--- src/rtl/brfc_pkg.sv ---
package brfc_pkg;
    localparam int ADDR_W = 32;
    localparam int TYPE_W = 12;

    typedef logic [ADDR_W-1:0] addr_t;
    typedef logic [TYPE_W-1:0] btype_t;

    typedef struct packed {
        addr_t  src;
        addr_t  dst;
        btype_t kind;
    } brec_t;

    typedef enum logic [1:0] {
        PH_IDLE = 2'd0,
        PH_MARK = 2'd1,
        PH_PACK = 2'd2
    } phase_e;

    // all classification bits requested: no filtering needed
    function automatic logic mask_is_full(btype_t m);
        return &m;
    endfunction

    // subset test: every bit of the record type must be requested
    function automatic logic rec_passes(btype_t m, brec_t r);
        return (r.kind != '0) && ((m & r.kind) == r.kind) && (r.src != '0);
    endfunction
endpackage

--- src/rtl/brfc_keep.sv ---
module brfc_keep
    import brfc_pkg::*;
(
    input  btype_t mask,
    input  brec_t  rec,
    output logic   keep
);
    always_comb keep = rec_passes(mask, rec);
endmodule

--- src/rtl/brfc_store.sv ---
module brfc_store
    import brfc_pkg::*;
#(
    parameter int DEPTH = 16,
    localparam int IDX_W = $clog2(DEPTH)
) (
    input  logic             clk,
    input  logic             ld_en,
    input  logic [IDX_W-1:0] ld_idx,
    input  brec_t            ld_rec,
    input  logic             clr_en,
    input  logic             mv_en,
    input  logic [IDX_W-1:0] scan_idx,
    input  logic [IDX_W-1:0] mv_dst,
    output brec_t            scan_rec,
    input  logic [IDX_W-1:0] rd_idx,
    output brec_t            rd_rec
);
    brec_t mem [DEPTH];

    always_comb begin
        scan_rec = mem[scan_idx];
        rd_rec   = mem[rd_idx];
    end

    always_ff @(posedge clk) begin
        if (ld_en) begin
            mem[ld_idx] <= ld_rec;
        end else if (clr_en) begin
            mem[scan_idx].src <= '0;
        end else if (mv_en) begin
            mem[mv_dst] <= mem[scan_idx];
        end
    end
endmodule

--- src/rtl/brfc_ctrl.sv ---
module brfc_ctrl
    import brfc_pkg::*;
#(
    parameter int DEPTH = 16,
    localparam int IDX_W = $clog2(DEPTH),
    localparam int CNT_W = $clog2(DEPTH + 1)
) (
    input  logic             clk,
    input  logic             rst,
    input  logic             start,
    input  logic [CNT_W-1:0] start_cnt,
    input  btype_t           sel_mask,
    input  brec_t            scan_rec,
    input  logic             keep,
    output btype_t           mask_q,
    output logic [IDX_W-1:0] scan_idx,
    output logic [IDX_W-1:0] mv_dst,
    output logic             clr_en,
    output logic             mv_en,
    output logic             busy,
    output logic             done,
    output logic [CNT_W-1:0] rec_cnt
);
    phase_e           ph;
    logic [CNT_W-1:0] rp;
    logic [CNT_W-1:0] wp;
    logic             marked;
    logic             last;
    logic             live;

    always_comb begin
        last     = (rp == rec_cnt - CNT_W'(1));
        live     = (scan_rec.src != '0);
        scan_idx = rp[IDX_W-1:0];
        mv_dst   = wp[IDX_W-1:0];
        clr_en   = (ph == PH_MARK) && !keep;
        mv_en    = (ph == PH_PACK) && live;
        busy     = (ph != PH_IDLE);
    end

    always_ff @(posedge clk) begin
        if (rst) begin
            ph      <= PH_IDLE;
            rp      <= '0;
            wp      <= '0;
            marked  <= 1'b0;
            mask_q  <= '0;
            rec_cnt <= '0;
            done    <= 1'b0;
        end else begin
            done <= 1'b0;
            unique case (ph)
                PH_IDLE: begin
                    if (start) begin
                        rec_cnt <= start_cnt;
                        mask_q  <= sel_mask;
                        rp      <= '0;
                        wp      <= '0;
                        marked  <= 1'b0;
                        if (start_cnt == '0 || mask_is_full(sel_mask)) begin
                            done <= 1'b1;
                        end else begin
                            ph <= PH_MARK;
                        end
                    end
                end
                PH_MARK: begin
                    if (!keep) marked <= 1'b1;
                    if (last) begin
                        rp <= '0;
                        if (marked || !keep) begin
                            ph <= PH_PACK;
                        end else begin
                            ph   <= PH_IDLE;
                            done <= 1'b1;
                        end
                    end else begin
                        rp <= rp + CNT_W'(1);
                    end
                end
                PH_PACK: begin
                    if (live) wp <= wp + CNT_W'(1);
                    if (last) begin
                        rec_cnt <= wp + CNT_W'(live);
                        ph      <= PH_IDLE;
                        done    <= 1'b1;
                    end else begin
                        rp <= rp + CNT_W'(1);
                    end
                end
                default: ph <= PH_IDLE;
            endcase
        end
    end
endmodule

--- src/rtl/brfc_top.sv ---
module brfc_top
    import brfc_pkg::*;
#(
    parameter int DEPTH = 16,
    localparam int IDX_W = $clog2(DEPTH),
    localparam int CNT_W = $clog2(DEPTH + 1)
) (
    input  logic              clk,
    input  logic              rst,
    input  logic              ld_en,
    input  logic [IDX_W-1:0]  ld_idx,
    input  logic [ADDR_W-1:0] ld_from,
    input  logic [ADDR_W-1:0] ld_to,
    input  logic [TYPE_W-1:0] ld_type,
    input  logic              start,
    input  logic [CNT_W-1:0]  start_cnt,
    input  logic [TYPE_W-1:0] sel_mask,
    input  logic [IDX_W-1:0]  rd_idx,
    output logic [ADDR_W-1:0] rd_from,
    output logic [ADDR_W-1:0] rd_to,
    output logic [TYPE_W-1:0] rd_type,
    output logic              busy,
    output logic              done,
    output logic [CNT_W-1:0]  rec_cnt
);
    brec_t            ld_rec;
    brec_t            scan_rec;
    brec_t            rd_rec;
    btype_t           mask_q;
    logic [IDX_W-1:0] scan_idx;
    logic [IDX_W-1:0] mv_dst;
    logic             clr_en;
    logic             mv_en;
    logic             keep;
    logic             ld_ok;

    always_comb begin
        ld_rec  = '{src: ld_from, dst: ld_to, kind: ld_type};
        ld_ok   = ld_en && !busy;
        rd_from = rd_rec.src;
        rd_to   = rd_rec.dst;
        rd_type = rd_rec.kind;
    end

    brfc_store #(.DEPTH(DEPTH)) u_store (
        .clk      (clk),
        .ld_en    (ld_ok),
        .ld_idx   (ld_idx),
        .ld_rec   (ld_rec),
        .clr_en   (clr_en),
        .mv_en    (mv_en),
        .scan_idx (scan_idx),
        .mv_dst   (mv_dst),
        .scan_rec (scan_rec),
        .rd_idx   (rd_idx),
        .rd_rec   (rd_rec)
    );

    brfc_keep u_keep (
        .mask (mask_q),
        .rec  (scan_rec),
        .keep (keep)
    );

    brfc_ctrl #(.DEPTH(DEPTH)) u_ctrl (
        .clk       (clk),
        .rst       (rst),
        .start     (start),
        .start_cnt (start_cnt),
        .sel_mask  (sel_mask),
        .scan_rec  (scan_rec),
        .keep      (keep),
        .mask_q    (mask_q),
        .scan_idx  (scan_idx),
        .mv_dst    (mv_dst),
        .clr_en    (clr_en),
        .mv_en     (mv_en),
        .busy      (busy),
        .done      (done),
        .rec_cnt   (rec_cnt)
    );
endmodule

--- config.mk ---
export PLATFORM = sky130hd
export DESIGN_NAME = brfc_top
export DESIGN_NICKNAME = d
export VERILOG_FILES = /design/src/rtl/brfc_pkg.sv /design/src/rtl/brfc_keep.sv /design/src/rtl/brfc_store.sv /design/src/rtl/brfc_ctrl.sv /design/src/rtl/brfc_top.sv
export SDC_FILE = /design/constraint.sdc
export NUM_CORES = 1
export LEC_CHECK = 0
export BUFFER_PORTS_ARGS = -buffer_cell sky130_fd_sc_hd__buf_2
export CAP_MARGIN = 10
export CORE_MARGIN = 8
export CORE_UTILIZATION = 45
export DETAILED_ROUTE_END_ITERATION = 16
export GPL_ROUTABILITY_DRIVEN = 0
export PLACE_DENSITY = 0.7
export SKIP_CTS_REPAIR_TIMING = 1
export SYNTH_ARGS = -nofsm -noshare
export SYNTH_HDL_FRONTEND = slang
export SYNTH_HIERARCHICAL = 1
export SYNTH_SLANG_ARGS = --single-unit
export TNS_END_PERCENT = 5
--- constraint.sdc ---
create_clock -name clk -period 8 [get_ports clk]
set_clock_uncertainty 0.05 [all_clocks]
set_input_delay 1.6 -clock clk [delete_from_list [all_inputs] [get_ports clk]]
set_output_delay 1.6 -clock clk [all_outputs]
set_load 0.05 [all_outputs]
# Word-level counts from Yosys, hierarchy flattened
# Memory sizes are Yosys's and may differ from the RTL's. A register that Yosys moved wholly into a read port is not among the register bits.
# Index checks and enable logic that the tools add are counted.
# totals
register_bits	31
out_inout_bits	83
ram_bits	1216
inputBits	105
word_cells	91
n_memories	1
# mem_list
name	depth	width	rd	rd_clocked_by_memory_dff	wr	line	source
u_store.mem	16	76	2	1	1	brfc_store.sv:19	brec_t mem [DEPTH];
# classes
n_eq_ne	11
bitwise_logic	1
add_sub_neg	4
reduce_logical	26
mux	41
# ops
cell	n
$mux W76	2
$reduce_or A76 Y1	2
$reduce_bool A32 Y1	1
$mux W5	6
$pmux W5 S2	2
$mux W1	16
$mux W4	4
$pmux W5 S3	1
$mux W2	7
$and A12 B12 Y12	1
$eq A12 B12 Y1	1
$reduce_and A12 Y1	1
$reduce_and A3 Y1	4
$reduce_bool A12 Y1	1
$add A5 B1 Y5 const B	2
$ne A2 B2 Y1 const B	4
$ne A2 B1 Y1 const B	3
$pmux W2 S3	1
$reduce_bool A2 Y1	3
$add A5 B1 Y5	1
$eq A5 B5 Y1	1
$logic_and A1 B1 Y1	5
$logic_not A5 Y1	1
$sub A5 B1 Y5 const B	1
other kinds (10)	12

# Logic depth before layout (Yosys ltp)
# Gate-level depths: netlist (run 1).
# logic_depth
depth_word	12
ltp_mapped	19
mapped_depth_nobuf	13

# Modules after synthesis
# The synthesis (run 1) kept the hierarchy.
# modules_own_cells
module	n_inst	seq_area_each_um2	cells_per_inst	area_each_um2
brfc_store	1	36515.0	3313	57286.2
brfc_ctrl	1	620.6	223	1853.0
brfc_keep	1	0.0	35	197.7
brfc_top	1	0.0	1	13.8

# Worst setup path before layout (run 1)
# OpenSTA, ideal clock, no wires.
# synth_path
kind	reg2reg
from	register u_ctrl.rp[0]
to	memory u_store/mem[12][0] (netlist name), enable pin
arrival_ns	6.517
stages_incl_launch_ff	19
required_time_ns	7.450
setup_time_ns	0.500
path_buffers	6
slack_ns	0.933
period_less_slack_ns	7.067
path_cell_list	dfxtp_1 > buf_4 > buf_2 > nor2b_1 > clkbuf_1 > clkbuf_1 > a22oi_1 > nand2_1 > a21oi_1 > nor4_1 > nand4_1 > o21ai_0 > inv_1 > buf_2 > nand3b_1 > a21oi_1 > a221o_1 > clkbuf_1 > nor3_1
# synth_via
elab_chain_cells	2
# synth_rtl
element	line	source
from (decl)	brfc_ctrl.sv:25	logic [CNT_W-1:0] rp;
from (signal assigned)	brfc_ctrl.sv:78	rp <= rp + CNT_W'(1);
from (signal assigned)	brfc_ctrl.sv:88	rp <= rp + CNT_W'(1);
$mux W4 (no line) (2 in a row)	--	
to (decl)	brfc_store.sv:19	
# Every way passes these cells.

# Final worst setup path (run 1)
# layout_path
from	register u_ctrl.rp[0]
to	memory u_store/mem[0][30] (netlist name), enable pin
# Same word-level chain as after synthesis.

==> metrics.txt, run 1 <==
Setup CP Type=reg -> reg; CTS tree=done; Final setup viols=0; Nets=3742; final hold violations=0; FF-to-FF path depth=14; Hold Crit Class=reg -> reg; setup ws final=1270 ps; switching share of total power=29.2%; Mean Syn Cell Area=between 15 and 20 µm²; # port buffers=~190; min cycle time layout=6730 ps; startpoint class of the critical path=flop; GR Util All Layers=between 20 and 25%; Syn. warnings=6; io pins=188; R2R setup slack=1270 ps; relative slew slack=20.5%; Vias/cell=6.53; final instance area=0.0661 mm²; Power Dens Cells=~270 mW/mm²; WHS Path Cells=2; CP Data Required Time=8290 ps; Final Instance Count excl. Fillers=5488; DRT antenna net count=0; crit-path max FO=46; Initial DRC Count=4487; area of the core=about 0.13 mm²; WL/cell=30.5 µm; die area=approximately 0.14 mm²; initial antenna violation count=6; status=complete, no violations; Root Driver=clkbuf_16; Chip Width=around 380 µm; gr ovfl total=0; f_max=149 MHz; first-pass GRT wire length=243000 µm; post-place setup slack=1360 ps; Initial Utilization=a little under half; WHS Endpoint=u_ctrl/mask_q[1]$_SDFFE_PP0P_; share of cells above drive strength 1=24.7%; dpl cell area=0.0621 mm²; via count=35849; Seq pwr share=48.4%; Worst-path clk slew=70 ps; Detailed Route WL=168000 µm; RSZ-0062 raised after global routing=no; period utilization=between 80% and 90%; area grow syn2layout=12.0%; CTS Buf Count=121; leak pwr=about 20 nW; Syn Std Cell Area=0.0590 mm²; HPWL after detailed placement=91900 µm; DR pass1 iterations=6; die height=about 380 µm; clock share of power=between 30% and 40%; crit path capture type=flop; H-tree depth=3; r2r endpoint=u_store/mem[0][30]$_DFFE_PP_; Gate power share=19.6%; Power Internal=12.8 mW; P_sw=5.27 mW; max-slew violations=0; # rows=133; Skew-Pair Late Insertion Delay=750 ps; Arr. time, crit path=7010 ps; detailed-route DRC error count=0; RR Startpoint=u_ctrl/rp[0]$_SDFFE_PP0P_; Worst-Margin Slew=about 1200 ps; post-synthesis cell count=3504; placed insts=5259; syn_nets=roughly 3600; vias in the first global route=about 36000; Sink Count=~1200; Max-Cap Viols=0; total negative slack=0 ps; hold path start=u_ctrl/mask_q[1]$_SDFFE_PP0P_; largest net degree at the start of global routing=115; Peak VDD IR=0.000212 V; CTS max path bufs=3
## metrics by stage
stage	hold WS [ps]	power (mW)	utilization, %
after floorplan	386	11.0	-
after detailed placement	405	12.4	47.5
after global placement	404	12.3	47.5
final	411	18.0	50.5
after CTS	413	18.1	50.5
after global routing	437	18.7	50.5
## per-layer routing
layer / global-route usage (%) / wire length [µm] / vias to the layer above
li1: - / - / 14853
met1: 30.7 / 63900 / 18578
met2: 37.6 / 80700 / 2027
met3: 4.14 / 16500 / 391
met4: 8.25 / 6450 / 0
met5: 0 / 0 / -
## area by class of cell
class	count	area [µm²]
fill	10716	64700
sequential	1247	37100
multi-input combinational	1954	20700
clock buffer	141	3120
tap	1755	2200
timing repair buffer	279	1960
clock inverter	85	898
inverter	25	96.3
antenna	2	5.00
## critical path, cell delays in order (launching register included)
cell and delay (ps):
dfxtp_4 770, buf_4 810, mux2i_1 290, o22ai_1 130, nor3_1 220, a21oi_1 110
nor4_1 400, nand4_1 260, nor2_1 410, and4b_1 290, nor2_1 540, a21oi_1 150
a221o_1 630, nor3_2 290, buf_4 840
## sequential cells by signal (all words and copies together) (netlist names)
register and count:
u_ctrl/wp 5, u_ctrl/marked 1, u_ctrl/rp 5, u_store/mem 1216, u_ctrl/rec_cnt 5, u_ctrl/done 1
u_ctrl/mask_q 12, u_ctrl/ph 2
## power groups by stage
stage | Sequential, mW | Clock, mW | Combinational (mW)
4_1_cts | 8.73 | 5.86 | 3.54
5_1_grt | 8.80 | 6.10 | 3.75
2_1_floorplan | 8.80 | 0 | 2.24
6_report | 8.74 | 5.77 | 3.53
3_3_place_gp | 8.84 | 0 | 3.47
3_5_place_dp | 8.87 | 0 | 3.53
## layout by cell type (no fill, tap or decap), types with 6 or more instances in the layout
master      instances
a21oi_1            65
a22oi_1           151
buf_12             24
buf_2             183
buf_4              68
bufinv_16          15
clkbuf_1           19
clkbuf_16         122
clkinv_1           16
clkinv_2           25
clkinv_4            7
clkinvlp_4         11
dfxtp_1            29
edfxtp_1         1216
ha_1                9
inv_1              23
inv_6               8
mux2i_1           607
mux4_2            382
nand2_1           180
nand2b_1            9
nand3_1            17
nand4_1             8
nor2_1             18
nor3_1             47
nor3_2             32
nor4_1             19
o211ai_1           75
o21ai_0            80
o21ai_1             7
o22ai_1           158
xnor2_1             6
xor2_1              6
## how the worst max path moves through the flow
stage	from	to	slack, ps
floorplan	u_ctrl/rp[0]$_SDFFE_PP0P_	u_store/mem[12][0]$_DFFE_PP_	930
global route	u_ctrl/rp[0]$_SDFFE_PP0P_	u_store/mem[0][30]$_DFFE_PP_	1020
detailed placement	u_ctrl/rp[0]$_SDFFE_PP0P_	u_store/mem[0][34]$_DFFE_PP_	1360
global placement	u_ctrl/rp[0]$_SDFFE_PP0P_	u_store/mem[0][33]$_DFFE_PP_	1510
CTS	u_ctrl/rp[0]$_SDFFE_PP0P_	u_store/mem[0][25]$_DFFE_PP_	1340
finish	u_ctrl/rp[0]$_SDFFE_PP0P_	u_store/mem[0][30]$_DFFE_PP_	1270
Power figures use the tool's default switching activity.
==> run 2, diff against run 1 <==
--- a/config.mk
+++ b/config.mk
@@ -11,7 +11,7 @@
 export CORE_UTILIZATION = 45
 export DETAILED_ROUTE_END_ITERATION = 16
 export GPL_ROUTABILITY_DRIVEN = 0
-export PLACE_DENSITY = 0.7
+export PLACE_DENSITY = 0.72
 export SKIP_CTS_REPAIR_TIMING = 1
 export SYNTH_ARGS = -nofsm -noshare
 export SYNTH_HDL_FRONTEND = slang
==> constraint.sdc (replaced) <==
create_clock -name clk -period 5.45 [get_ports clk]
set_clock_uncertainty 0.05 [all_clocks]
set_input_delay 1.09 -clock clk [delete_from_list [all_inputs] [get_ports clk]]
set_output_delay 1.09 -clock clk [all_outputs]
set_load 0.05 [all_outputs]
==> run 2 against run 1 <==
- critical path depth up 3
- sequential power up 46%
- critical path type unchanged
- fmax up 27%
- highest routed layer is now met5
- register-to-register slack worse by 1100 ps
==> metrics.txt, run 2 (synthesis gave the netlist of run 1 again) <==
min cycle time layout=5310 ps (was 6730 ps); WL/cell=31.0 µm (was 30.5 µm); Max-Cap Viols=0 (unchanged); Worst-Margin Slew=1120 ps (was 1190 ps); period utilization=97.4% (was 84.1%); CTS tree=done (unchanged); startpoint class of the critical path=flop (unchanged); Hold Crit Class=reg -> reg (unchanged); Skew-Pair Late Insertion Delay=730 ps (was 750 ps); status=complete, no violations (unchanged); Power Dens Cells=396 mW/mm² (was 273 mW/mm²); first-pass GRT wire length=249000 µm (was 243000 µm); Top Registers=u_store/mem (1216), u_ctrl/mask_q (12) (unchanged); Final setup viols=0 (unchanged); cell mode on critical path=buf_4; # rows=133 (unchanged); Largest register FFs=1216 (unchanged); die height=378 µm (unchanged); Worst-path clk slew=60 ps (was 70 ps); FILL cells=10472 (was 10716); DRT antenna net count=0 (unchanged); share of cells above drive strength 1=26.3% (was 24.7%); area of the core=0.131 mm² (unchanged); crit-path max FO=20 (was 46); register with the most flip-flops=u_store/mem (unchanged); Peak VDD IR=0.000328 V (was 0.000212 V); GR Util All Layers=23.5% (was 22.9%); initial antenna violation count=9 (was 6); via count=36650 (was 35849); Arr. time, crit path=5540 ps (was 7010 ps); most frequent cells in the layout=1216 x edfxtp_1, 607 x mux2i_1, 382 x mux4_2, 183 x buf_2, 180 x nand2_1 (unchanged); critical-path cell list=nor2b_4 > buf_4 > a22oi_1 > nand2_1 > a21oi_1 > nor4_1 > nand4_1 > nor2_2 > and4b_1 > nor2_2 > buf_4 > nor3b_1 > buf_4 > and2_4 > buf_4 > o21ai_0 > o211ai_1 (was buf_4 > mux2i_1 > o22ai_1 > nor3_1 > a21oi_1 > nor4_1 > nand4_1 > nor2_1 > and4b_1 > nor2_1 > a21oi_1 > a221o_1 > nor3_2 > buf_4); relative slew slack=24.8% (was 20.5%); max-slew violations=0 (unchanged); footprint of the multi-input gates=0.0208 mm² (was 0.0207 mm²); area grow syn2layout=14.6% (was 12.0%); commonest non-fill, non-tap cell in the layout=edfxtp_1 (unchanged); H-tree depth=3 (unchanged); Worst path max stage delay=690 ps (was 840 ps); Vias/cell=6.55 (was 6.53); HPWL after detailed placement=104000 µm (was 91900 µm); Root Driver=clkbuf_16 (unchanged); CTS max path bufs=3 (unchanged); vias in the first global route=36757 (was 36388); cell family with most CP delay=simple AND/OR/NAND/NOR gates (unchanged); Setup CP Type=reg -> reg (unchanged); CP Data Required Time=5690 ps (was 8290 ps); Initial DRC Count=4758 (was 4487); Initial Utilization=45.1% (unchanged); CTS Buf Count=120 (was 121); Nets=3848 (was 3742); # port buffers=187 (unchanged); die area=0.143 mm² (unchanged); WHS=411 ps (about the same); largest net degree at the start of global routing=87 (was 115); Sink Count=1247 (unchanged); final hold violations=0 (unchanged); io pins=188 (unchanged); register area=0.0371 mm² (unchanged); slowest cell on the critical path=dfxtp_4 (was buf_4); R2R setup slack=140 ps (was 1270 ps); leak pwr=20.7 nW (was 19.9 nW); Chip Width=378 µm (unchanged); CP Buf/Inv Count=4 (was 2); RSZ-0062 raised after global routing=no (unchanged); crit path capture type=flop (unchanged); detailed-route DRC error count=0 (unchanged); Detailed Route WL=173000 µm (was 168000 µm); gr ovfl total=0 (unchanged); total negative slack=0 ps (unchanged); DR pass1 iterations=6 (unchanged); f_max=188 MHz (was 149 MHz)
## run 2: routing by layer
layer	track usage, %	wire length (µm)
met1	30.7	63500
met2	38.4	82400
met3	5.70	20200
met4	8.71	7070
met5	0	39
## run 2: final cells by class
cell class	instances	share of cell area, %
multi-input combinational	1954	30.8
tap	1755	3.25
inverter	25	0.142
clock buffer	148	4.63
antenna	4	0.0148
timing repair buffer	386	5.20
sequential	1247	54.9
clock inverter	73	1.09
## run 2: path summary, 6_finish.rpt
| kind | endpoint | cells after the start | start |
|---|---|---|---|
| setup / recovery | u_store/mem[12][4]$_DFFE_PP_ | 17 | u_ctrl/rp[0]$_SDFFE_PP0P_ |
| hold / removal | u_ctrl/mask_q[7]$_SDFFE_PP0P_ | 2 | u_ctrl/mask_q[7]$_SDFFE_PP0P_ |
| setup reg to reg | u_store/mem[12][4]$_DFFE_PP_ | 17 | u_ctrl/rp[0]$_SDFFE_PP0P_ |
| hold reg to reg | u_ctrl/mask_q[7]$_SDFFE_PP0P_ | 2 | u_ctrl/mask_q[7]$_SDFFE_PP0P_ |
## run 2: worst register-to-register path, cell delays in order, from the launching register on
cell      delay [ps]
dfxtp_4          690
nor2b_4          330
buf_4            400
a22oi_1          200
nand2_1          110
a21oi_1          100
nor4_1           440
nand4_1          280
nor2_2           280
and4b_1          310
nor2_2           200
buf_4            200
nor3b_1           60
buf_4            180
and2_4           250
buf_4            240
o21ai_0          100
o211ai_1         470
## run 2: power by group
group          switching, mW  internal, mW
clock                   3.57          4.72
sequential             0.426          12.4
combinational           3.88          1.82
## run 2: metrics by stage
stage,setup slack (ps),area [µm²],utilization [%],power [mW],cells
2_1_floorplan,-863,59100,-,16.2,3504
3_3_place_gp,232,63700,48.7,18.5,5361
3_5_place_dp,98.3,63700,48.7,18.6,5361
4_1_cts,61.8,67600,51.7,26.8,5582
5_1_grt,10.2,67600,51.7,27.6,5589
6_report,142,67700,51.7,26.8,5592
